**config.mk**
```make
export PLATFORM = sky130hd
export DESIGN_NAME = spiwp_ctrl
export DESIGN_NICKNAME = d
export VERILOG_FILES = /design/src/rtl/spiwp_pkg.sv /design/src/rtl/spiwp_frame_rx.sv /design/src/rtl/spiwp_status.sv /design/src/rtl/spiwp_range_dec.sv /design/src/rtl/spiwp_ctrl.sv
export SDC_FILE = /design/constraint.sdc
export NUM_CORES = 1
export LEC_CHECK = 0
export BUFFER_PORTS_ARGS = -buffer_cell sky130_fd_sc_hd__buf_2
export CAP_MARGIN = 5
export CORE_UTILIZATION = 30
export DETAILED_ROUTE_END_ITERATION = 8
export PLACE_DENSITY_LB_ADDON = 0.05
export SYNTH_ARGS = -nofsm -noshare
export SYNTH_HDL_FRONTEND = slang
export SYNTH_SLANG_ARGS = --single-unit
```
**constraint.sdc**
```tcl
create_clock -name clk -period 6.3 [get_ports clk]
set_clock_uncertainty 0.1 [all_clocks]
set_input_delay 1.26 -clock clk [delete_from_list [all_inputs] [get_ports clk]]
set_output_delay 1.26 -clock clk [all_outputs]
set_load 0.005 [all_outputs]
```
**src/rtl/spiwp_pkg.sv**
```systemverilog
// Shared opcodes, frame lengths and the event record that the frame
// receiver passes to the status register bank.
package spiwp_pkg;
    localparam logic [7:0] OP_WR_STATUS = 8'h01;
    localparam logic [7:0] OP_CLR_WEL   = 8'h04;
    localparam logic [7:0] OP_RD_STATUS = 8'h05;
    localparam logic [7:0] OP_SET_WEL   = 8'h06;

    localparam int OP_BITS    = 8;
    localparam int FRAME_BITS = 16;

    // One-cycle events raised when chip-select closes a well-formed frame.
    typedef struct packed {
        logic       set_wel;
        logic       clr_wel;
        logic       wr_status;
        logic       new_lock_en;
        logic [1:0] new_level;
    } frame_evt_t;
endpackage

```
**src/rtl/spiwp_frame_rx.sv**
```systemverilog
// Frame receiver: detects SPI clock and chip-select edges on the system
// clock, counts and shifts bits, captures opcode and data, raises events
// at frame end and shifts the status byte out for status reads.
// Assumes spi_* inputs are already synchronous to clk.
module spiwp_frame_rx
    import spiwp_pkg::*;
(
    input  logic       clk,
    input  logic       rst_n,
    input  logic       spi_clk,
    input  logic       spi_sel_n,
    input  logic       spi_mosi,
    input  logic [7:0] status_byte,
    output frame_evt_t evt,
    output logic       miso_bit,
    output logic       rd_active
);
    localparam int CNT_W = $clog2(FRAME_BITS + 2);
    localparam logic [CNT_W-1:0] CNT_SAT      = CNT_W'(FRAME_BITS + 1);
    localparam logic [CNT_W-1:0] CNT_OP_LAST  = CNT_W'(OP_BITS - 1);
    localparam logic [CNT_W-1:0] CNT_OP       = CNT_W'(OP_BITS);
    localparam logic [CNT_W-1:0] CNT_FR_LAST  = CNT_W'(FRAME_BITS - 1);
    localparam logic [CNT_W-1:0] CNT_FR       = CNT_W'(FRAME_BITS);

    logic             sck_q;
    logic             sel_q;
    logic [CNT_W-1:0] bit_cnt;
    logic [6:0]       shreg;
    logic [7:0]       opcode;
    logic             dat_lock;
    logic [1:0]       dat_level;
    logic [7:0]       out_sr;
    logic             sck_rise;
    logic             sck_fall;
    logic             frame_end;
    logic [7:0]       byte_now;

    assign sck_rise  = spi_clk & ~sck_q;
    assign sck_fall  = ~spi_clk & sck_q;
    assign frame_end = spi_sel_n & ~sel_q;
    assign byte_now  = {shreg, spi_mosi};

    // Edge history of the serial clock and chip-select.
    always_ff @(posedge clk) begin
        if (!rst_n) begin
            sck_q <= 1'b0;
            sel_q <= 1'b1;
        end else begin
            sck_q <= spi_clk;
            sel_q <= spi_sel_n;
        end
    end

    // Bit counter (saturating past a full frame) and input shifter.
    always_ff @(posedge clk) begin
        if (!rst_n) begin
            bit_cnt <= '0;
            shreg   <= '0;
        end else if (spi_sel_n) begin
            bit_cnt <= '0;
        end else if (sck_rise) begin
            shreg <= byte_now[6:0];
            if (bit_cnt != CNT_SAT) bit_cnt <= bit_cnt + 1'b1;
        end
    end

    // Opcode and data-field capture at the last bit of each byte.
    always_ff @(posedge clk) begin
        if (!rst_n) begin
            opcode    <= '0;
            dat_lock  <= 1'b0;
            dat_level <= '0;
        end else if (!spi_sel_n && sck_rise) begin
            if (bit_cnt == CNT_OP_LAST) opcode <= byte_now;
            if (bit_cnt == CNT_FR_LAST) begin
                dat_lock  <= byte_now[7];
                dat_level <= byte_now[3:2];
            end
        end
    end

    // Read-out shifter: loads status after a read opcode, advances on falling SCK.
    always_ff @(posedge clk) begin
        if (!rst_n) begin
            rd_active <= 1'b0;
            out_sr    <= '0;
            miso_bit  <= 1'b0;
        end else if (spi_sel_n) begin
            rd_active <= 1'b0;
        end else if (sck_rise && bit_cnt == CNT_OP_LAST && byte_now == OP_RD_STATUS) begin
            rd_active <= 1'b1;
            out_sr    <= status_byte;
        end else if (sck_fall && rd_active) begin
            miso_bit <= out_sr[7];
            out_sr   <= {out_sr[6:0], out_sr[7]};
        end
    end

    // Frame-end events, qualified by the exact bit count of the frame.
    always_comb begin
        evt             = '0;
        evt.set_wel     = frame_end && bit_cnt == CNT_OP && opcode == OP_SET_WEL;
        evt.clr_wel     = frame_end && bit_cnt == CNT_OP && opcode == OP_CLR_WEL;
        evt.wr_status   = frame_end && bit_cnt == CNT_FR && opcode == OP_WR_STATUS;
        evt.new_lock_en = dat_lock;
        evt.new_level   = dat_level;
    end
endmodule

```
**src/rtl/spiwp_status.sv**
```systemverilog
// Status register bank: holds the lock-enable bit, the protection level
// and the write-enable latch, and applies frame events and request strobes.
// A request strobe clearing the latch wins over a same-cycle set event.
module spiwp_status
    import spiwp_pkg::*;
(
    input  logic       clk,
    input  logic       rst_n,
    input  frame_evt_t evt,
    input  logic       req_done,
    input  logic       wr_lock_n,
    output logic       lock_en,
    output logic [1:0] level,
    output logic       wel,
    output logic       hw_lock
);
    assign hw_lock = ~wr_lock_n & lock_en;

    // Nonvolatile bits: commit a status write when enabled and not locked.
    always_ff @(posedge clk) begin
        if (!rst_n) begin
            lock_en <= 1'b0;
            level   <= '0;
        end else if (evt.wr_status && wel && !hw_lock) begin
            lock_en <= evt.new_lock_en;
            level   <= evt.new_level;
        end
    end

    // Write-enable latch: set by its command, cleared by any completed write attempt.
    always_ff @(posedge clk) begin
        if (!rst_n) begin
            wel <= 1'b0;
        end else if (req_done || evt.wr_status || evt.clr_wel) begin
            wel <= 1'b0;
        end else if (evt.set_wel) begin
            wel <= 1'b1;
        end
    end
endmodule

```
**src/rtl/spiwp_range_dec.sv**
```systemverilog
// Protection range decode: flags an address that lies inside the region
// fenced by the two-bit level (none, top quarter, top half, all).
module spiwp_range_dec #(
    parameter int ADDR_W = 11
) (
    input  logic [1:0]        level,
    input  logic [ADDR_W-1:0] addr,
    output logic              fenced
);
    localparam logic [ADDR_W:0] DEPTH   = (ADDR_W+1)'(1) << ADDR_W;
    localparam logic [ADDR_W:0] QUARTER = DEPTH >> 2;
    localparam logic [ADDR_W:0] HALF    = DEPTH >> 1;

    logic [ADDR_W:0] floor_addr;

    // Lowest fenced address for each level; DEPTH means nothing is fenced.
    always_comb begin
        unique case (level)
            2'b00:   floor_addr = DEPTH;
            2'b01:   floor_addr = DEPTH - QUARTER;
            2'b10:   floor_addr = HALF;
            default: floor_addr = '0;
        endcase
    end

    assign fenced = {1'b0, addr} >= floor_addr;
endmodule

```
**src/rtl/spiwp_ctrl.sv**
```systemverilog
// Top level of the write-protection front end. Combines the frame
// receiver, the status bank and the range decoder, and forms the two
// write-permit outputs. Assumes SPI pins are synchronous to clk.
module spiwp_ctrl
    import spiwp_pkg::*;
#(
    parameter int ADDR_W = 11
) (
    input  logic              clk,
    input  logic              rst_n,
    input  logic              spi_clk,
    input  logic              spi_sel_n,
    input  logic              spi_mosi,
    output logic              spi_miso,
    output logic              spi_miso_oe,
    input  logic              wr_lock_n,
    input  logic              req_valid,
    input  logic [ADDR_W-1:0] req_addr,
    output logic              req_permit,
    output logic              st_permit,
    output logic [7:0]        status_byte
);
    frame_evt_t evt;
    logic       lock_en;
    logic [1:0] level;
    logic       wel;
    logic       hw_lock;
    logic       fenced;
    logic       rd_active;
    logic       miso_bit;

    spiwp_frame_rx u_rx (
        .clk         (clk),
        .rst_n       (rst_n),
        .spi_clk     (spi_clk),
        .spi_sel_n   (spi_sel_n),
        .spi_mosi    (spi_mosi),
        .status_byte (status_byte),
        .evt         (evt),
        .miso_bit    (miso_bit),
        .rd_active   (rd_active)
    );

    spiwp_status u_st (
        .clk       (clk),
        .rst_n     (rst_n),
        .evt       (evt),
        .req_done  (req_valid),
        .wr_lock_n (wr_lock_n),
        .lock_en   (lock_en),
        .level     (level),
        .wel       (wel),
        .hw_lock   (hw_lock)
    );

    spiwp_range_dec #(.ADDR_W(ADDR_W)) u_rng (
        .level  (level),
        .addr   (req_addr),
        .fenced (fenced)
    );

    assign status_byte = {lock_en, 3'b000, level, wel, 1'b0};
    assign req_permit  = wel & ~fenced;
    assign st_permit   = wel & ~hw_lock;
    assign spi_miso    = miso_bit;
    assign spi_miso_oe = rd_active & ~spi_sel_n;
endmodule

```
# Word level (Yosys, flattened, before mapping)
# Index checks and enable logic that the tools add are counted.
[totals] out_inout_bits=12 register_bits=39 elab_cells=70 inputBits=18
[classes] n_eq_ne=11 n_reduce_logical=25 n_bitwise=16 add_sub_neg=1 n_lt_le_gt_ge=1 muxes=3
[ops] cell="$pmux 12 s3" n=1
[ops] cell="$eq 8x3->1 const B" n=3
[ops] cell="$mux 8" n=2
[ops] cell="$ge 11x12->1" n=1
[ops] cell="$logic_and 1x1->1" n=11
[ops] cell="$eq 5x4->1 const B" n=2
[ops] cell="$reduce_and 2->1" n=5
[ops] cell="$not 1->1" n=9
[ops] cell="$eq 8x1->1 const B" n=1
[ops] cell="$and 1x1->1" n=7
[ops] cell="$add 5x1->5 const B" n=1
[ops] cell="$eq 5x3->1 const B" n=1
[ops] cell="$eq 5x5->1 const B" n=1
[ops] cell="$ne 5x5->1 const B" n=1
[ops] cell="$reduce_or 2->1" n=2
[ops] cell="$reduce_and 3->1" n=1
[ops] cell="$eq 2x1->1 const B" n=1
[ops] cell="$eq 2x2->1 const B" n=1
[ops] cell="$logic_not 1->1" n=2
[ops] cell="$logic_not 2->1" n=1
[ops] cell="$logic_or 1x1->1" n=2
[ops] cell="$reduce_bool 2->1" n=1

# Longest topological paths before layout
# Gate-level depths: netlist of run 1.
[depth] ltp_word=7 ltp_mapped=7 depth_no_buf=7

# Modules after synthesis
# From an unflattened synthesis of run 1, not the netlist that was laid out.
[unflattened] hier_cells=212 area_unflattened_um2=1973.1
[modules_own_cells] module="spiwp_frame_rx" area_each_um2=1599.0 cells_per_inst=168 instances=1 seq_area_each_um2=700.7
[modules_own_cells] module="spiwp_status" area_each_um2=175.2 cells_per_inst=19 instances=1 seq_area_each_um2=80.1
[modules_own_cells] module="spiwp_range_dec" area_each_um2=116.4 cells_per_inst=15 instances=1 seq_area_each_um2=0.0
[modules_own_cells] module="spiwp_ctrl" area_each_um2=82.6 cells_per_inst=10 instances=1 seq_area_each_um2=0.0

# Worst setup path before layout of run 1
# OpenSTA, ideal clock, no wires.
[synth_timing] path_kind="input port to output port" start="in req_addr[9]" end="out req_permit" t_arrival_ns=2.505 required_time_ns=4.940 path_stages=6 path_slack_ns=2.435 path_buffers=0 path_cell_list="inv_1 ha_1 or4b_1 o41ai_2 a21oi_1 o21a_1"
[synth_via] elab_chain_cells=3
[synth_rtl] item="start, declared" line="spiwp_ctrl.sv:18" rtl="input logic [ADDR_W-1:0] req_addr,"
[synth_rtl] item="$ge 11x12->1" line="spiwp_range_dec.sv:26" rtl="assign fenced = {1'b0, addr} >= floor_addr;"
[synth_rtl] item="$not 1->1" line="spiwp_ctrl.sv:63" rtl="assign req_permit = wel & ~fenced;"
[synth_rtl] item="$and 1x1->1" line="spiwp_ctrl.sv:63"
[synth_rtl] item="end, declared" line="spiwp_ctrl.sv:19" rtl="output logic req_permit,"
# Every way passes these cells.

# Worst setup path after layout of run 1
# Same ends and word-level chain as after synthesis.

==> results of run 1 <==
-- layer usage --
layer	track usage, %	vias to the layer above	share of wire [%]
li1	-	766	-
met1	17.7	645	51
met2	20.1	41	43
met3	4.72	5	5.2
met4	4.29	0	1.1
met5	0	-	0
-- per-stage QoR --
step	total power, mW	setup slack (ns)	instances	util, %	hold WS [ns]
6_report	0.461	2.21	306	35.7	0.343
5_1_grt	0.482	2.07	306	35.7	0.371
4_1_cts	0.469	2.19	306	35.7	0.349
3_5_place_dp	0.279	2.19	298	34.0	0.337
3_3_place_gp	0.279	2.21	298	34.0	0.333
2_1_floorplan	0.271	2.44	210	-	0.321
-- how the worst min path moves through the flow --
| stage | end | cells past startpoint | start |
|---|---|---|---|
| 2_1_floorplan | u_rx.rd_active | 2 | u_rx.rd_active |
| 3_3_place_gp | u_rx.rd_active | 2 | u_rx.rd_active |
| 3_5_place_dp | u_rx.rd_active | 2 | u_rx.rd_active |
| 4_1_cts | u_rx.rd_active | 2 | u_rx.rd_active |
| 5_1_grt | u_rx.out_sr[6] | 2 | u_rx.out_sr[5] |
| 6_report | u_rx.rd_active | 2 | u_rx.rd_active |
-- placed cells by master, fill, tap and decap left out, drive strengths merged, types with 2 or more instances in the layout --
cell type  Yosys  layout
and3           2       2
and4bb         2       2
nor4bb         2       2
a31oi          4       4
nand4          3       3
nor2b          2       2
a21oi         22      22
mux2i         12      12
clkbuf         4       8
conb           1       4
inv           15      15
dfxtp         39      39
a211oi         2       2
ha             8       8
nor2          12      12
o21ai          4       4
nand3         20      20
nand2         19      19
o21a           2       2
a21boi         5       5
buf            9      26
and3b          2       2
-- flip-flops by register name, summed over array words and instances, names as in the netlist --
| name | flops |
|---|---|
| u_rx.sck_q | 1 |
| u_st.lock_en | 1 |
| u_rx.dat_level | 2 |
| u_rx.shreg | 7 |
| u_rx.out_sr | 8 |
| u_rx.sel_q | 1 |
| u_rx.dat_lock | 1 |
| u_rx.miso_bit | 1 |
| u_st.wel | 1 |
| u_rx.bit_cnt | 5 |
| u_rx.opcode | 8 |
| u_st.level | 2 |
| u_rx.rd_active | 1 |
-- report_power, final --
part,switching [mW],total (mW),internal (mW)
sequential,0.00176,0.250,0.248
clock,0.0875,0.187,0.100
combinational,0.0139,0.0235,0.00959
-- logic make-up after synthesis --
group / synth area share [%]
compound gates: 15.0
xor+xnor: 0.938
fa+ha+maj: 5.36
buf+inv: 7.30
flops: 41.8
mux: 6.43
other cells: 0.201
simple gates: 23.0
-- worst register-to-register path: cells and delay by family, from the launching register on --
| family | cells | cell delay, ns |
|---|---|---|
| flops | 1 | 0.43 |
| compound gates | 1 | 0.19 |
| fa+ha+maj | 1 | 0.23 |
| simple gates | 2 | 0.89 |
| mux | 1 | 0.19 |
-- layout make-up --
| type | instances | area [um2] | share of cell area [%] |
|---|---|---|---|
| repair buffers | 26 | 133 | 6.24 |
| well taps | 75 | 93.8 | 4.41 |
| flip-flops and latches | 39 | 781 | 36.7 |
| multi-input cells | 143 | 962 | 45.3 |
| inverters | 15 | 56.3 | 2.65 |
| clock buffers | 8 | 100 | 4.71 |
-- synth_stat cells, drive strengths merged, types with 2 or more instances --
library cell  number  area [um2]
nor4bb             2        20.0
and3               2        12.5
a31oi              4        25.0
nand4              3        40.0
nand3             20         100
o21ai              4        20.0
a21oi             22         110
clkbuf             4        15.0
inv               15        56.3
a21boi             5        37.5
mux2i             12         120
nand2             19        71.3
a211oi             2        15.0
nor2              12        45.0
o21a               2        15.0
nor2b              2        12.5
and3b              2        17.5
buf                9        65.1
and4bb             2        25.0
dfxtp             39         781
ha                 8         100
==> summary.txt, run 1 <==
Run
  • Number of maximum-capacitance violations: 0

Setup path
  • CP dominant cell by count: buf_2
  • Crit path DAT: 2.73 ns
  • CP Capture Type: output port
  • WS Path Type: input port to output port
  • CP required: 4.94 ns
  • Cell count along the critical path: 8
  • Largest delay contributor family on the critical path: compound AO/OA/AOI/OAI gates
  • Slowest cell on crit path: or4b_1
  • Reg2Reg Depth: 5
  • Crit-path max FO: 1
  • Reg-to-reg endpoint: u_rx.out_sr[3]
  • Reg2reg start: u_rx.bit_cnt[0]
  • Critical path startpoint: req_addr[9]
  • Largest stage delay, worst path: 0.44 ns
  • R2r setup slk: 4.20 ns
  • CP Launch Type: input port
  • Crit-path cells: buf_2 -> inv_1 -> ha_1 -> or4b_1 -> o41ai_2 -> a21oi_1 -> o21a_1 -> buf_2
  • Critical Path Sink: req_permit
  • CP bufs+invs: 3

Clock tree
  • Clk sinks: 39
  • Post-CTS Setup Repair Bufs: 0
  • Hold-fix buffers, CTS: 0
  • H-tree depth: 2
  • CTS tree: built
  • Clock buffer depth: 2
  • Cells resized by post-CTS repair: 0
  • CTS root buffer: clkbuf_8
  • Clock Pin Slew Worst Setup and Hold Paths: 0.07 ns
  • Inserted Clock Buffers: 5
  • Worst-Skew Late Latency: 0.29 ns

Detailed routing
  • WL final: 4030 um
  • Pre-Repair DR Iteration Count: 4
  • Vias: 1457
  • ANT nets after route: 0
  • Via/cell ratio: 4.76
  • # DRC: 0
  • WL/cell: 13.2 um
  • Drt initial violations: 50

Logic synthesis
  • Syn Area/Cell: 9.02 um2
  • Yosys warns: 0
  • Unique masters post-synth: 44
  • Top FF cell, synth: dfxtp_1
  • Post-Synthesis Cells: 207
  • Post-Syn Area: 0.00187 mm2
  • Async S/R FF share, synth: 0%
  • Number of synthesized flops with an enable pin: 0
  • Flops & latches, synth: 39
  • Sequential area share after synthesis: 41.8%

Timing
  • Setup violations, final: 0
  • Slew headroom: 33.0%
  • Final Max Slew Viols: 0
  • Fmax: 0.244 GHz
  • Setup_tns: 0 ns
  • Measured slew at the worst slew-check pin: 1.00 ns
  • Crit path time final: 4.09 ns
  • Crit share post-route: 65.0%
  • Fin. Hold Viols: 0
  • RSZ-0062 raised after global routing: no

Global routing
  • Total track usage: 13.3%
  • First-pass GRT wire length: 6520 um
  • Initial antenna violation count: 0
  • Largest net degree at the start of global routing: 32
  • GR Overflow Total: 0
  • Number of global-route vias before repair: 1355

Power
  • Pwr/cell area: 217 mW/mm2
  • Lkg Pwr: 0.804 nW
  • Maximum VDD drop: 0.0982 mV

Floorplan
  • Vert. Die Dim: 80.9 um
  • Site Rows: 28
  • Core area: 0.00596 mm2
  • Die X: 80.9 um
  • Starting Density: 31.4%
  • Die ar.: 0.00655 mm2
  • Top Ports: 30

Status
  • Status: completed

Min path
  • Worst Hold Class: flop to flop

Final layout
  • Layout cells sized above 1: 17.3%
  • Nets: 256
  • Design area: 0.00213 mm2
  • Layout area overhead: 13.8%
  • Fill cell count: 648
  • Ant. Diodes: 0

Placement
  • HPWL after detailed placement: 2820 um
  • Number of port buffers: 25
  • GPL Wtd Cong: 0.706
  • Area of placed instances: 0.00203 mm2
No activity file was read; power rests on OpenSTA's default activity.
==> inputs of run 2 (changes only) <==
--- a/config.mk
+++ b/config.mk
@@ -5,6 +5,7 @@
 export SDC_FILE = /design/constraint.sdc
 export NUM_CORES = 1
 export LEC_CHECK = 0
+export ABC_AREA = 1
 export BUFFER_PORTS_ARGS = -buffer_cell sky130_fd_sc_hd__buf_2
 export CAP_MARGIN = 5
 export CORE_UTILIZATION = 30
==> constraint.sdc (replaced) <==
create_clock -name clk -period 3.4 [get_ports clk]
set_clock_uncertainty 0.1 [all_clocks]
set_input_delay 0.68 -clock clk [delete_from_list [all_inputs] [get_ports clk]]
set_output_delay 0.68 -clock clk [all_outputs]
set_load 0.005 [all_outputs]
==> summary.txt, run 2 <==
Placement
  • GPL Wtd Cong: 0.719 (was 0.706)
  • Pre-CTS WS: 0.952 ns (was 2.19 ns)
  • Number of port buffers: 25 (unchanged)
  • HPWL after detailed placement: 3430 um (was 2820 um)

Logic synthesis
  • Post-Synthesis Cells: 282 (was 207)
  • Yosys warns: 0 (unchanged)
  • Area share of the largest cell type after synthesis: 38.7% (was 41.8%)
  • Top FF cell, synth: dfxtp_1 (unchanged)
  • Unique masters post-synth: 29 (was 44)
  • Async S/R FF share, synth: 0% (unchanged)
  • Post-Syn Area: 0.00202 mm2 (was 0.00187 mm2)
  • Number of synthesized flops with an enable pin: 0 (unchanged)
  • Area leader, netlist: dfxtp_1 (unchanged)
  • Syn Area/Cell: 7.15 um2 (was 9.02 um2)
  • Sequential area share after synthesis: 38.7% (was 41.8%)
  • Top cells by count, synth: 45 x inv_1, 45 x nand2_1, 39 x dfxtp_1 (was 39 x dfxtp_1, 22 x a21oi_1, 20 x nand3_1)
  • Top cells by area, synth: dfxtp_1 39%, inv_1 8.4%, nand2_1 8.4%, a21oi_1 6.2%, nor2_1 5.8% (was dfxtp_1 42%, mux2i_1 6.4%, a21oi_1 5.9%, ha_1 5.4%, nand3_1 5.4%)
  • Flops & latches, synth: 39 (unchanged)

Floorplan
  • Vert. Die Dim: 84.0 um (was 80.9 um)
  • Starting Density: 31.4% (about the same)
  • Die X: 84.0 um (was 80.9 um)
  • Die ar.: 0.00706 mm2 (was 0.00655 mm2)
  • Core area: 0.00642 mm2 (was 0.00596 mm2)
  • Top Ports: 30 (unchanged)
  • Site Rows: 29 (was 28)

Timing
  • Crit path time final: 2.70 ns
  • Setup violations, final: 0 (unchanged)
  • Fmax: 0.370 GHz
  • RSZ-0062 raised after global routing: no (unchanged)
  • Fin worst setup slack: 0.699 ns (was 2.21 ns)
  • Fin. Hold Viols: 0 (unchanged)
  • Final Max Slew Viols: 0 (unchanged)
  • Setup_tns: 0 ns (unchanged)
  • Crit share post-route: 79.4%

Clock tree
  • CTS tree: built (unchanged)
  • Hold-fix buffers, CTS: 0 (unchanged)
  • Cells resized by post-CTS repair: 0 (unchanged)
  • Worst-Skew Late Latency: 0.30 ns (was 0.29 ns)
  • Clock buffer depth: 2 (unchanged)
  • Clock Pin Slew Worst Setup and Hold Paths: 0.09 ns (was 0.07 ns)
  • Clk sinks: 39 (unchanged)
  • Inserted Clock Buffers: 5 (unchanged)
  • H-tree depth: 2 (unchanged)
  • CTS root buffer: clkbuf_8 (unchanged)
  • Post-CTS Setup Repair Bufs: 0 (unchanged)

Setup path
  • CP Capture Type: output port (unchanged)
  • CP bufs+invs: 4 (was 3)
  • Reg-to-reg endpoint: u_rx.opcode[0] (was u_rx.out_sr[3])
  • Largest stage delay, worst path: 0.37 ns (was 0.44 ns)
  • CP required: 2.62 ns (was 4.94 ns)
  • Reg2Reg Depth: 8 (was 5)
  • Crit path DAT: 1.92 ns (was 2.73 ns)
  • Reg2reg start: u_rx.bit_cnt[0] (unchanged)
  • CP Launch Type: flop (was input port)
  • Largest delay contributor family on the critical path: adder cells (was compound AO/OA/AOI/OAI gates)
  • Slowest cell on crit path: dfxtp_1 (was or4b_1)
  • WS Path Type: flop to output port (was input port to output port)
  • Crit-path max FO: 4 (was 1)
  • Crit-path cells: inv_1 -> ha_1 -> inv_1 -> ha_1 -> inv_1 -> nor4_1 -> nand3_1 -> nand2_1 -> nor2_1 -> buf_2 (was buf_2 -> inv_1 -> ha_1 -> or4b_1 -> o41ai_2 -> a21oi_1 -> o21a_1 -> buf_2)
  • CP dominant cell by count: inv_1 (was buf_2)
  • R2r setup slk: 1.77 ns (was 4.20 ns)

Final layout
  • Nets: 334 (was 256)
  • Largest registers: u_rx.opcode (8), u_rx.out_sr (8), u_rx.shreg (7) (unchanged)
  • Fill cell count: 724 (was 648)
  • Commonest cells after routing, fill and taps aside: 45 x inv_1, 45 x nand2_1, 39 x dfxtp_1 (was 39 x dfxtp_1, 25 x buf_2, 22 x a21oi_1)
  • Ant. Diodes: 0 (unchanged)
  • Layout cells sized above 1: 19.4% (was 17.3%)
  • Fin util: 35.5% (was 35.7%)
  • Layout area overhead: 13.1% (was 13.8%)

Run
  • Number of maximum-capacitance violations: 0 (unchanged)

Global routing
  • GR Overflow Total: 0 (unchanged)
  • First-pass GRT wire length: 7770 um (was 6520 um)
  • Number of global-route vias before repair: 1622 (was 1355)
  • Largest net degree at the start of global routing: 23 (was 32)
  • Total track usage: 14.1% (was 13.3%)
  • Initial antenna violation count: 0 (unchanged)

Power
  • Lkg Pwr: 1.01 nW (was 0.804 nW)
  • Pwr/cell area: 375 mW/mm2 (was 217 mW/mm2)
  • Maximum VDD drop: 0.156 mV (was 0.0982 mV)

Status
  • Status: finished with violations (was completed)
  • Failing checks: DRC

Detailed routing
  • Via/cell ratio: 4.49 (was 4.76)
  • Pre-Repair DR Iteration Count: 6 (was 4)
  • WL/cell: 11.7 um (was 13.2 um)
  • # DRC: 6 (was 0)
  • WL final: 4520 um (was 4030 um)
  • Drt initial violations: 54 (was 50)
  • Vias: 1732 (was 1457)
  • ANT nets after route: 0 (unchanged)

Min path
  • Worst Hold Launch: u_rx.dat_lock (was u_rx.rd_active)
  • Hold Path Stages: 2 (unchanged)
  • Worst Hold End: u_rx.dat_lock (was u_rx.rd_active)
  • Worst Hold Class: flop to flop (unchanged)
## run 2: cell count changes after synthesis, moves of 5 or more
cell,change
a21boi_0,-5
nor2_2,+6
inv_1,+30
nor2_1,+19
nand2_2,+6
mux2i_1,-12
nand2_1,+26
o21ai_0,+14
## run 2: through the flow
step	total power [mW]	cell area (um2)	instances	hold slack, ns
floorplan	0.523	2030	285	0.329
global placement	0.544	2190	378	0.345
detailed placement	0.544	2190	378	0.351
CTS	0.869	2280	386	0.365
global route	0.900	2280	386	0.391
finish	0.855	2280	386	0.362
## run 2: cells by family after synthesis
logic type	share of synthesized area (%)
xor+xnor	0.434
other cells	0.186
flops	38.7
simple gates	30.5
compound gates	12.6
buf+inv	12.7
fa+ha+maj	4.96
## run 2: power by group
group / internal, mW / switching, mW / total (mW)
sequential: 0.463 / 0.00657 / 0.470
combinational: 0.0206 / 0.0424 / 0.0629
clock: 0.143 / 0.180 / 0.323
total: 0.627 / 0.229 / 0.855
## run 2: routing by layer
metal | track usage, % | wire [um]
met3 | 3.26 | 118
met1 | 19.1 | 2390
met4 | 5.17 | 63
met5 | 0 | 0
met2 | 21.7 | 1950
## run 2: area by class of cell
| class | count | area [um2] | area share, % |
|---|---|---|---|
| sequential | 39 | 781 | 34.2 |
| clock inverter | 3 | 20.0 | 0.878 |
| clock buffer | 5 | 68.8 | 3.02 |
| multi-input combinational | 186 | 992 | 43.5 |
| tap | 77 | 96.3 | 4.22 |
| inverter | 50 | 190 | 8.34 |
| timing repair buffer | 26 | 133 | 5.81 |
## run 2: tightest hold or removal path, stage by stage (launching register included)
cell	delay (ns)
dfxtp_1	0.31
inv_1	0.06
a21oi_1	0.06
## run 2: worst max path at each step
stage / slack, ns / cells past startpoint / end / startpoint
after floorplan: 1.21 / 9 / req_permit / u_st.level[0]
after global placement: 0.97 / 8 / req_permit / req_addr[10]
after detailed placement: 0.95 / 8 / req_permit / req_addr[10]
after CTS: 0.66 / 10 / req_permit / u_st.level[0]
after global routing: 0.49 / 10 / req_permit / u_st.level[1]
final: 0.70 / 10 / req_permit / u_st.level[0]
